`config.mk`:
```
export PLATFORM = sky130hd
export DESIGN_NAME = ibr_top
export DESIGN_NICKNAME = d
export VERILOG_FILES = /design/src/rtl/ibr_pkg.sv /design/src/rtl/ibr_decode.sv /design/src/rtl/ibr_mode_ctrl.sv /design/src/rtl/ibr_addr_latch.sv /design/src/rtl/ibr_top.sv
export SDC_FILE = /design/constraint.sdc
export NUM_CORES = 1
export LEC_CHECK = 0
export ABC_AREA = 1
export BUFFER_PORTS_ARGS = -buffer_cell sky130_fd_sc_hd__buf_2
export CORE_UTILIZATION = 45
export CTS_BUF_LIST = sky130_fd_sc_hd__clkbuf_8 sky130_fd_sc_hd__clkbuf_16
export CTS_CLUSTER_SIZE = 16
export DETAILED_ROUTE_END_ITERATION = 10
export GPL_TIMING_DRIVEN = 0
export PLACE_DENSITY = 0.79
export REMOVE_ABC_BUFFERS = 1
export SETUP_SLACK_MARGIN = 0.02
export SLEW_MARGIN = 10
export SYNTH_ARGS = -nofsm -noshare
export SYNTH_HDL_FRONTEND = slang
export SYNTH_HIERARCHICAL = 1
export SYNTH_SLANG_ARGS = --single-unit
```
`constraint.sdc`:
```
create_clock -name clk -period 6.5 [get_ports clk]
set_input_delay 0.65 -clock clk [delete_from_list [all_inputs] [get_ports clk]]
set_output_delay 0.65 -clock clk [all_outputs]
set_load 0.03 [all_outputs]
```
`src/rtl/ibr_pkg.sv`:
```
package ibr_pkg;

    typedef enum logic [2:0] {
        TGT_NONE,
        TGT_MODE,
        TGT_LATCH,
        TGT_ID,
        TGT_RF
    } tgt_e;

    localparam int OFS_MODE = 'h000;
    localparam int OFS_ADDR = 'h002;
    localparam int OFS_DATA = 'h004;
    localparam int OFS_ID   = 'h0FE;

    localparam int BIT_IND  = 0;
    localparam int BIT_SRST = 7;

    function automatic logic word_hit(input logic [15:0] a, input int ofs);
        return {a[15:1], 1'b0} == 16'(ofs);
    endfunction

endpackage

```
`src/rtl/ibr_decode.sv`:
```
module ibr_decode
    import ibr_pkg::*;
#(
    parameter int AW = 10
) (
    input  logic          indirect,
    input  logic          busy,
    input  logic [AW-1:0] host_addr,
    input  logic [AW-1:0] latch_q,
    output tgt_e          tgt,
    output logic [AW-1:0] eff_addr
);

    logic [15:0] ha;
    logic [15:0] la;

    assign ha = 16'(host_addr);
    assign la = 16'(latch_q);

    always_comb begin
        tgt      = TGT_NONE;
        eff_addr = host_addr;
        if (busy) begin
            if (word_hit(ha, OFS_MODE)) tgt = TGT_MODE;
        end else if (!indirect) begin
            if (word_hit(ha, OFS_MODE))      tgt = TGT_MODE;
            else if (word_hit(ha, OFS_ID))   tgt = TGT_ID;
            else                             tgt = TGT_RF;
        end else begin
            if (word_hit(ha, OFS_MODE))      tgt = TGT_MODE;
            else if (word_hit(ha, OFS_ADDR)) tgt = TGT_LATCH;
            else if (word_hit(ha, OFS_DATA)) begin
                eff_addr = latch_q;
                if (word_hit(la, OFS_MODE))    tgt = TGT_MODE;
                else if (word_hit(la, OFS_ID)) tgt = TGT_ID;
                else                           tgt = TGT_RF;
            end
        end
    end

endmodule

```
`src/rtl/ibr_mode_ctrl.sv`:
```
module ibr_mode_ctrl
    import ibr_pkg::*;
#(
    parameter int DW         = 16,
    parameter int RST_CYCLES = 8
) (
    input  logic          clk,
    input  logic          rst,
    input  logic          wr_en,
    input  logic [DW-1:0] wdata,
    output logic [DW-1:0] mode_q,
    output logic          busy
);

    localparam int CW = $clog2(RST_CYCLES + 1);

    logic [CW-1:0] cnt;

    assign busy = mode_q[BIT_SRST];

    always_ff @(posedge clk) begin
        if (rst) begin
            mode_q <= '0;
            cnt    <= '0;
        end else if (busy) begin
            if (cnt == CW'(RST_CYCLES - 1)) begin
                mode_q <= '0;
                cnt    <= '0;
            end else begin
                cnt <= cnt + 1'b1;
            end
        end else if (wr_en) begin
            mode_q <= wdata;
            cnt    <= '0;
        end
    end

    assert_reset_ends_direct_R9: assert property (@(posedge clk) disable iff (rst)
        $fell(busy) |-> mode_q == '0);

    assert_mode_write_taken_R3: assert property (@(posedge clk) disable iff (rst)
        (wr_en && !busy) |=> mode_q == $past(wdata));

    assert_mode_held_in_reset_R9: assert property (@(posedge clk) disable iff (rst)
        (busy && $past(busy) && wr_en) |=> (mode_q == $past(mode_q) || mode_q == '0));

endmodule

```
`src/rtl/ibr_addr_latch.sv`:
```
module ibr_addr_latch #(
    parameter int AW = 10
) (
    input  logic          clk,
    input  logic          rst,
    input  logic          clr,
    input  logic          wr_en,
    input  logic [AW-1:0] wdata,
    output logic [AW-1:0] latch_q
);

    always_ff @(posedge clk) begin
        if (rst || clr) latch_q <= '0;
        else if (wr_en) latch_q <= {wdata[AW-1:1], 1'b0};
    end

    assert_latch_holds_R7: assert property (@(posedge clk) disable iff (rst)
        (!wr_en && !clr) |=> $stable(latch_q));

    assert_latch_cleared_R9: assert property (@(posedge clk) disable iff (rst)
        clr |=> latch_q == '0);

endmodule

```
`src/rtl/ibr_top.sv`:
```
module ibr_top
    import ibr_pkg::*;
#(
    parameter int          AW         = 10,
    parameter int          DW         = 16,
    parameter int          RST_CYCLES = 8,
    parameter logic [15:0] ID_VALUE   = 16'h5A3C
) (
    input  logic          clk,
    input  logic          rst,
    input  logic          host_rd,
    input  logic          host_wr,
    input  logic [AW-1:0] host_addr,
    input  logic [DW-1:0] host_wdata,
    output logic [DW-1:0] host_rdata,
    output logic          rf_rd,
    output logic          rf_wr,
    output logic [AW-1:0] rf_addr,
    output logic [DW-1:0] rf_wdata,
    input  logic [DW-1:0] rf_rdata,
    output logic          sw_rst
);

    tgt_e          tgt;
    logic [AW-1:0] eff_addr;
    logic [AW-1:0] latch_q;
    logic [DW-1:0] mode_q;
    logic          busy;
    logic [DW-1:0] rd_mux;

    ibr_mode_ctrl #(.DW(DW), .RST_CYCLES(RST_CYCLES)) u_mode (
        .clk    (clk),
        .rst    (rst),
        .wr_en  (host_wr && tgt == TGT_MODE),
        .wdata  (host_wdata),
        .mode_q (mode_q),
        .busy   (busy)
    );

    ibr_addr_latch #(.AW(AW)) u_latch (
        .clk     (clk),
        .rst     (rst),
        .clr     (busy),
        .wr_en   (host_wr && tgt == TGT_LATCH),
        .wdata   (host_wdata[AW-1:0]),
        .latch_q (latch_q)
    );

    ibr_decode #(.AW(AW)) u_dec (
        .indirect  (mode_q[BIT_IND]),
        .busy      (busy),
        .host_addr (host_addr),
        .latch_q   (latch_q),
        .tgt       (tgt),
        .eff_addr  (eff_addr)
    );

    assign rf_rd    = host_rd && tgt == TGT_RF;
    assign rf_wr    = host_wr && tgt == TGT_RF;
    assign rf_addr  = eff_addr;
    assign rf_wdata = host_wdata;
    assign sw_rst   = busy;

    always_comb begin
        case (tgt)
            TGT_MODE:  rd_mux = mode_q;
            TGT_LATCH: rd_mux = DW'(latch_q);
            TGT_ID:    rd_mux = DW'(ID_VALUE);
            TGT_RF:    rd_mux = rf_rdata;
            default:   rd_mux = '0;
        endcase
    end

    always_ff @(posedge clk) begin
        if (rst)          host_rdata <= '0;
        else if (host_rd) host_rdata <= rd_mux;
    end

    assert_single_access_R2: assert property (@(posedge clk) disable iff (rst)
        !(host_rd && host_wr));

    assert_quiet_in_reset_R9: assert property (@(posedge clk) disable iff (rst)
        sw_rst |-> (!rf_rd && !rf_wr));

    assert_port_uses_latch_R7: assert property (@(posedge clk) disable iff (rst)
        (mode_q[BIT_IND] && (rf_rd || rf_wr)) |-> rf_addr == latch_q);

    assert_direct_same_addr_R2: assert property (@(posedge clk) disable iff (rst)
        (!mode_q[BIT_IND] && (rf_rd || rf_wr)) |-> rf_addr == host_addr);

    assert_read_lands_R2: assert property (@(posedge clk) disable iff (rst)
        (host_rd && tgt == TGT_RF) |=> host_rdata == $past(rf_rdata));

endmodule

```
-- Yosys cells after proc, flatten, opt, wreduce, memory -nomap -nowiden
Cells that the tools add are included.
- register bits after elaboration: 45
- mux-type cells: 22
- $add $sub $neg: 1
- reduce and logical (&&, ||, !) cells: 9
- eq/ne operators: 10
- operators with widths (cell ; number):
    one-hot mux 16 bit (4 select lines) ; 1
    two-way mux 10 bit ; 5
    two-way mux 16 bit ; 3
    zero test 15 bit ; 2
    two-way mux 3 bit ; 9
    == test 9 x 7 -> 1 bit, second input constant ; 2
    two-way mux 4 bit ; 3
    == test 9 x 1 -> 1 bit, second input constant ; 1
    == test 9 x 2 -> 1 bit, second input constant ; 1
    == test 3 x 2 -> 1 bit, second input constant ; 2
    adder 4 x 1 -> 4 bit, second input constant ; 1
    == test 4 x 3 -> 1 bit, second input constant ; 1
    logical AND 1 bit ; 4
    == test 3 x 1 -> 1 bit, second input constant ; 1
    == test 3 bit, second input constant ; 1
    != test 2 bit, second input constant ; 1
    AND reduction 2 bit ; 1
    nonzero test 2 bit ; 1
    logical OR 1 bit ; 1
    two-way mux 1 bit ; 1

-- Depth between registers and ports, before layout
Gate-level depths: netlist (run 1).
- depth after elaboration: 12
- depth in mapped cells: 17

-- Hierarchy
Netlist (run 1), hierarchy kept.
- by module, submodules not included (module ; area an instance (um^2) ; sequential area each (um^2) ; cells each ; times used):
    ibr_top ; 1064.8 ; 320.3 ; 166 ; 1
    ibr_mode_ctrl ; 764.5 ; 400.4 ; 101 ; 1
    ibr_addr_latch ; 444.2 ; 180.2 ; 59 ; 1
    ibr_decode ; 396.6 ; 0.0 ; 81 ; 1

-- Worst setup path before layout (run 1)
Ideal clock, no wire load.
- kind: input to output
- start: input host_addr[3]
- end: output rf_rd
- cell stages on the path: 9
- required time: 5.850 ns
- arrival: 2.216 ns
- slack: 3.634 ns
- path through: nor2_1 -> nand3_1 -> nor2_2 -> nand3_1 -> nand2_1 -> inv_1 -> nor2_1 -> nand2_1 -> nor2_1
- word-level cells in the longest chain between the ends: 8
- RTL lines (what ; RTL line ; text):
    start: declaration ; ibr_top.sv:13 ; input logic [AW-1:0] host_addr,
    == test 9 x 2 -> 1 bit ; ibr_pkg.sv:20 ; return {a[15:1], 1'b0} == 16'(ofs);
    two-way mux 3 bit ; ibr_decode.sv:32 ; else if (word_hit(ha, OFS_DATA)) begin
    two-way mux 3 bit ; ibr_decode.sv:31 ; else if (word_hit(ha, OFS_ADDR)) tgt = TGT_LATCH;
    two-way mux 3 bit ; ibr_decode.sv:30 ; if (word_hit(ha, OFS_MODE)) tgt = TGT_MODE;
    two-way mux 3 bit (*) ; ibr_decode.sv:25 ; end else if (!indirect) begin
    two-way mux 3 bit (*) ; ibr_decode.sv:23 ; if (busy) begin
    net tgt[2] ; ibr_top.sv:24 ; tgt_e tgt;
    == test 3 bit (*) ; ibr_top.sv:58 ; assign rf_rd = host_rd && tgt == TGT_RF;
    logical AND 1 bit (*) ; ibr_top.sv:58 ;
    end: declaration ; ibr_top.sv:16 ; output logic rf_rd,
Mark *: on every way through the listed nets, which the timed path passes. The rest lies on a longest branch.

-- Final worst setup path (run 1)
Ends and elaborated chain as after synthesis.

==> flow_metrics.env, run 1 <==
export IMPL_status="completed"
export IMPL_max_stage_delay_ps=710
export IMPL_cp_num_buf_inv=2
export IMPL_die_x_um=79.03
export IMPL_fin_skew_ps=3.286
export IMPL_start_util_pct=47.61
export IMPL_coreArea_um2=5608
export IMPL_cpMaxStageDelayCell="nor2_1"
export IMPL_slew_headroom_pct=17.65
export IMPL_htreeDepth=2
export IMPL_routabilityCongestion=0.8672
export IMPL_ys_ff_latch=45
export IMPL_die_h_um=79.03
export IMPL_path_max_fanout=14
export IMPL_routed_wl_um=6488
export IMPL_max_freq_ghz=0.2728
export IMPL_synth_top_area_share_pct=33.74
export IMPL_cellLeakagePower_nw=1.514
export IMPL_drt_iter0_drc=176
export IMPL_start_kind="input pin"
export IMPL_ys_seq_area_share_pct=33.74
export IMPL_antenna_found_initial=0
export IMPL_ys_types=30
export IMPL_synth_common_cells="nand2_1, dfxtp_1, inv_1"
export IMPL_n_antenna_cell=0
export IMPL_synth_edf_count=0
export IMPL_numCtsBuffers=5
export IMPL_finalCritPeriodShare_pct=56.40
export IMPL_syn_to_final_growth_pct=16.54
export IMPL_routed_via_count=2672
export IMPL_irDropWorstVdd_mv=0.1092
export IMPL_portBuffers=90
export IMPL_synth_cells=407
export IMPL_hold_violations=0
export IMPL_ctsResizeCount=0
export IMPL_synth_most_common_cell="nand2_1"
export IMPL_num_rows=27
export IMPL_drt_first_pass_iters=4
export IMPL_synthArstFlopShare_pct=0
export IMPL_nets=520
export IMPL_ys_top_cells_by_area="dfxtp_1, nand2_1, a21oi_1"
export IMPL_yosysWarnings=6
export IMPL_end_kind="output port"
export IMPL_overflow=0
export IMPL_dp_hpwl_um=4848
export IMPL_wl_per_cell_um=11.88
export IMPL_rsz0062_at_grt="false"
export IMPL_cpLargestDelayFamily="simple AND/OR/NAND/NOR gates"
export IMPL_grt_max_degree=37
export IMPL_setup_viol=0
export IMPL_clock_latency_ps=300
export IMPL_cts_sinks=45
export IMPL_path_clk_slew_ps=80
export IMPL_grt_usage_pct=21.43
export IMPL_tightest_slew_ps=1231
export IMPL_cts_setup_buffers=0
export IMPL_hold_class="reg2reg"
export IMPL_postSynthAreaPerCell_um2=6.560
export IMPL_drc=0
export IMPL_synthFlopType="dfxtp_1"
export IMPL_antenna_left=0
export IMPL_drv_cap=0
export IMPL_grt_pass1_vias=2352
export IMPL_cts_tree="yes"
export IMPL_yosysTopAreaCell="dfxtp_1"
export IMPL_finalSetupTns_ps=0
export IMPL_crit_type="in2out"
export IMPL_crit_required_ps=5850
export IMPL_clock_path_buffers=2
export IMPL_path_cells="buf_2 > nor2_1 > nand3_1 > nor2_2 > nand2_1 > nand2_1 > nand2_1 > nor2_1 > nor2_1 > nand2_1 > nor2_1 > buf_2"
export IMPL_drive_above_1_share_pct=28.69
export IMPL_ios=91
export IMPL_die_area_um2=6246
export IMPL_arrival_ps=3020
export IMPL_fillers=584
export IMPL_p_per_area_nw_per_um2=191.3
export IMPL_report_final_slew_viol_count=0
export IMPL_avgViaCountPerCell=4.894
export IMPL_synthesis_area_um2=2670
export IMPL_min_period_ps=3666
export IMPL_post_route_util_pct=55.49
export IMPL_cts_root_buf="clkbuf_8"
export IMPL_ctsHoldBuffers=0
export IMPL_grt_pass1_wl_um=10490
-- metrics by stage --
stage / setup slack (ps) / area (µm²) / total power [mW] / hold slack (ps) / cells
2_1_floorplan: 2230 / 2434 / 0.3338 / 431.3 / 374
3_3_place_gp: 1382 / 2974 / 0.3829 / 448.0 / 536
3_5_place_dp: 2879 / 2995 / 0.3840 / 455.0 / 538
4_1_cts: 2869 / 3112 / 0.5988 / 466.7 / 546
5_1_grt: 2590 / 3112 / 0.6174 / 485.2 / 546
6_report: 2834 / 3112 / 0.5953 / 465.6 / 546
-- layer usage --
metal / wire, µm / GRT usage (%)
met2: 3107 / 35.60
met4: 102 / 8.364
met1: 2906 / 27.49
met5: 0 / 0
met3: 371 / 3.678
-- state kept, by name, summed over array words and instances (netlist names) --
name	count
u_latch/latch_q	9
u_mode/cnt	4
host_rdata	16
u_mode/mode_q	16
-- cells by family (layout without fill, tap and decap cells) --
logic type	Yosys count	in the layout	synth area share, %
AOI/OAI and AO/OA	59	59	13.59
other	1	1	0.1404
buffers and inverters	73	140	14.48
adders and majority gates	1	1	0.4685
and+or+nand+nor	228	228	37.58
DFF	45	45	33.74
-- final cells by class --
type                    count  area (µm²)  share of cell area, %
inverters                  40       150.1                  4.825
well taps                  72       90.09                  2.895
clock inverters             2       33.78                  1.086
clock buffers               6       82.58                  2.654
flip-flops and latches     45       900.9                  28.95
multi-input cells         289        1389                  44.63
repair buffers             92       465.4                  14.96
-- report_power, final --
part / internal, mW / switching [mW] / total, mW
Clock: 0.124 / 0.0939 / 0.218
Sequential: 0.281 / 0.00262 / 0.284
Combinational: 0.0318 / 0.0622 / 0.0940
-- worst reg2reg max path: stages (launching register included) --
cell	delay, ps
dfxtp_1	430
inv_1	100
nand2_1	80
nor2_1	40
nand2_1	80
nand3_1	70
nand2_1	60
inv_1	40
nor2_1	910
inv_2	170
nand2_2	150
nor3_1	90
inv_1	150
nand2_1	120
nand3_2	260
nand2_1	110
a21oi_1	140
-- worst paths after layout --
path / endpoint / cells past startpoint / slack (ps) / startpoint
max: rf_rd / 12 / 2830 / host_addr[3]
min: host_rdata[14] / 2 / 470 / host_rdata[14]
min reg2reg: host_rdata[14] / 2 / 470 / host_rdata[14]
max reg2reg: u_mode/mode_q[6] / 16 / 3440 / u_latch/latch_q[5]
-- cell usage in the layout (no fill, tap or decap), types with 2 or more instances in the layout --
master / synthesis / routed
a21oi_1: 35 / 35
a21oi_2: 2 / 2
buf_2: 5 / 90
buf_4: 20 / 2
clkbuf_8: 0 / 6
dfxtp_1: 45 / 45
inv_1: 36 / 37
inv_2: 4 / 4
nand2_1: 146 / 146
nand2_2: 2 / 2
nand3_1: 26 / 26
nand3_2: 2 / 2
nand4_1: 6 / 6
nor2_1: 28 / 28
nor2_2: 11 / 11
nor2_4: 2 / 2
o21ai_0: 9 / 9
o21ai_2: 4 / 4
o21bai_1: 3 / 3
o21bai_2: 6 / 6
No activity file was read; power rests on OpenSTA's default activity.
==> run 2, diff against run 1 <==
--- a/config.mk
+++ b/config.mk
@@ -12,7 +12,7 @@
 export CTS_CLUSTER_SIZE = 16
 export DETAILED_ROUTE_END_ITERATION = 10
 export GPL_TIMING_DRIVEN = 0
-export PLACE_DENSITY = 0.79
+export PLACE_DENSITY = 0.82
 export REMOVE_ABC_BUFFERS = 1
 export SETUP_SLACK_MARGIN = 0.02
 export SLEW_MARGIN = 10
==> constraint.sdc (replaced) <==
create_clock -name clk -period 3.3 [get_ports clk]
set_input_delay 0.33 -clock clk [delete_from_list [all_inputs] [get_ports clk]]
set_output_delay 0.33 -clock clk [all_outputs]
set_load 0.03 [all_outputs]
==> flow_metrics.env, run 2 (synthesis gave the netlist of run 1 again) <==
export IMPL_clock_path_buffers=2
export IMPL_finalSetupTns_ps=0
export IMPL_fin_skew_ps=14.49
export IMPL_drt_iter0_drc=169
export IMPL_status="completed"
export IMPL_clock_latency_ps=310
export IMPL_p_seq_share_pct=50.9
export IMPL_p_switching_mw=0.3277
export IMPL_cpMostUsedCell="nand2_1"
export IMPL_start_util_pct=47.61
export IMPL_top_regs="host_rdata (16), u_mode/mode_q (16), u_latch/latch_q (9)"
export IMPL_tightest_slew_ps=764.0
export IMPL_setup_viol=0
export IMPL_p_sw_share_pct=29.87
export IMPL_p_total_mw=1.097
export IMPL_hold_violations=0
export IMPL_drc=0
export IMPL_p_comb_share_pct=16.8
export IMPL_ctsHoldBuffers=0
export IMPL_htreeDepth=2
export IMPL_die_h_um=79.03
export IMPL_routabilityCongestion=0.8626
export IMPL_arrival_ps=2660
export IMPL_end_kind="output port"
export IMPL_n_antenna_cell=0
export IMPL_num_rows=27
export IMPL_antenna_found_initial=0
export IMPL_cts_root_buf="clkbuf_8"
export IMPL_grt_max_degree=37
export IMPL_crit_type="reg2out"
export IMPL_cts_sinks=45
export IMPL_die_x_um=79.03
export IMPL_path_max_fanout=11
export IMPL_final_cell_mix="nand2_1, buf_2, dfxtp_1"
export IMPL_routed_wl_um=6536
export IMPL_placed_cells=538
export IMPL_antenna_left=0
export IMPL_grt_pass1_vias=2417
export IMPL_syn_to_final_growth_pct=16.03
export IMPL_crit_required_ps=2970
export IMPL_die_area_um2=6246
export IMPL_p_clk_share_pct=32.2
export IMPL_irDropWorstVdd_mv=0.1773
export IMPL_numCtsBuffers=5
export IMPL_cts_tree="yes"
export IMPL_grt_usage_pct=21.72
export IMPL_wl_per_cell_um=11.97
export IMPL_nets=520
export IMPL_overflow=0
export IMPL_portBuffers=90
export IMPL_ios=91
export IMPL_finalCritPeriodShare_pct=90.59
export IMPL_drt_first_pass_iters=4
export IMPL_avgViaCountPerCell=4.905
export IMPL_rsz0062_at_grt="false"
export IMPL_fillers=567
export IMPL_routed_via_count=2678
export IMPL_multi_input_area_um2=1394
export IMPL_drive_above_1_share_pct=29.32
export IMPL_slew_headroom_pct=49.01
export IMPL_drv_cap=0
export IMPL_register_area_um2=900.9
export IMPL_cpMaxStageDelayCell="dfxtp_1"
export IMPL_max_freq_ghz=0.3345
export IMPL_coreArea_um2=5608
export IMPL_hold_class="in2reg"
export IMPL_grt_pass1_wl_um=10650
export IMPL_dp_hpwl_um=5032
export IMPL_start_kind="register"
export IMPL_p_int_mw=0.7692
export IMPL_p_per_area_nw_per_um2=354.1
export IMPL_path_clk_slew_ps=100
export IMPL_min_period_ps=2989
export IMPL_final_cells=546
export IMPL_final_common_cell="nand2_1"
export IMPL_report_final_slew_viol_count=0
export IMPL_max_stage_delay_ps=740
export IMPL_path_cells="a21oi_1 > nand2_1 > nand2_1 > nor2_1 > nand2_1 > nor2_1 > buf_2"
export IMPL_cellLeakagePower_nw=1.497
[run 2: cell count changes in the layout (fill, tap and decap cells not counted)]
cell,change
buf_4,-1
buf_6,+1
bufinv_16,-1
clkbuf_8,-1
clkinv_4,+1
clkinvlp_4,+1
inv_1,-1
inv_6,+1
nor2_1,-2
nor2_2,+2
[run 2: metal layers]
metal | GRT usage (%) | wire length, µm | vias up
met4 | 8.727 | 43 | 0
li1 | - | - | 1390
met2 | 37.93 | 3369 | 65
met3 | 3.448 | 306 | 4
met5 | 0 | 0 | -
met1 | 26.44 | 2817 | 1219
[run 2: worst max-delay path: cells and delay by family (launching register included)]
family | cells | cell delay (ps)
and+or+nand+nor | 5 | 1260
DFF | 1 | 740
buffers and inverters | 1 | 210
AOI/OAI and AO/OA | 1 | 140
[run 2: area by class of cell]
| cell class | instances | area share [%] |
|---|---|---|
| multi-input combinational | 289 | 44.99 |
| sequential | 45 | 29.08 |
| timing repair buffer | 92 | 15.15 |
| inverter | 40 | 4.847 |
| tap | 72 | 2.908 |
| clock buffer | 5 | 2.221 |
| clock inverter | 3 | 0.8078 |
[run 2: power by group through the flow]
stage	logic (mW)	registers [mW]	clock network, mW
after floorplan	0.0640	0.594	0
after global placement	0.182	0.571	0
after detailed placement	0.185	0.572	0
after CTS	0.185	0.559	0.363
after global routing	0.200	0.560	0.384
final	0.185	0.559	0.354
[run 2: final timing paths]
check                                        start                 end  slack [ps]  cells past startpoint
worst max-delay path              u_mode/mode_q[7]               rf_rd         310                      7
worst min-delay path                host_wdata[15]   u_mode/mode_q[15]         270                      3
worst max register to register  u_latch/latch_q[1]  u_latch/latch_q[9]         520                     15
worst min register to register      host_rdata[12]      host_rdata[12]         470                      2
[run 2: timing repair]
action,in CTS,in global routing
setup endpoints to repair,0,10
resized for setup,0,2
endpoints found under the hold margin,0,0
setup buffers,0,0
[run 2: through the flow]
step	area (µm²)	utilization, %	worst slack, ps	hold WS [ps]
CTS	3093	55.15	159.7	266.8
global route	3098	55.24	120.3	275.8
detailed placement	2999	53.48	109.8	451.8
global placement	2974	53.03	-1497	448.8
finish	3098	55.24	310.6	274.6
floorplan	2434	-	-649.7	392.4
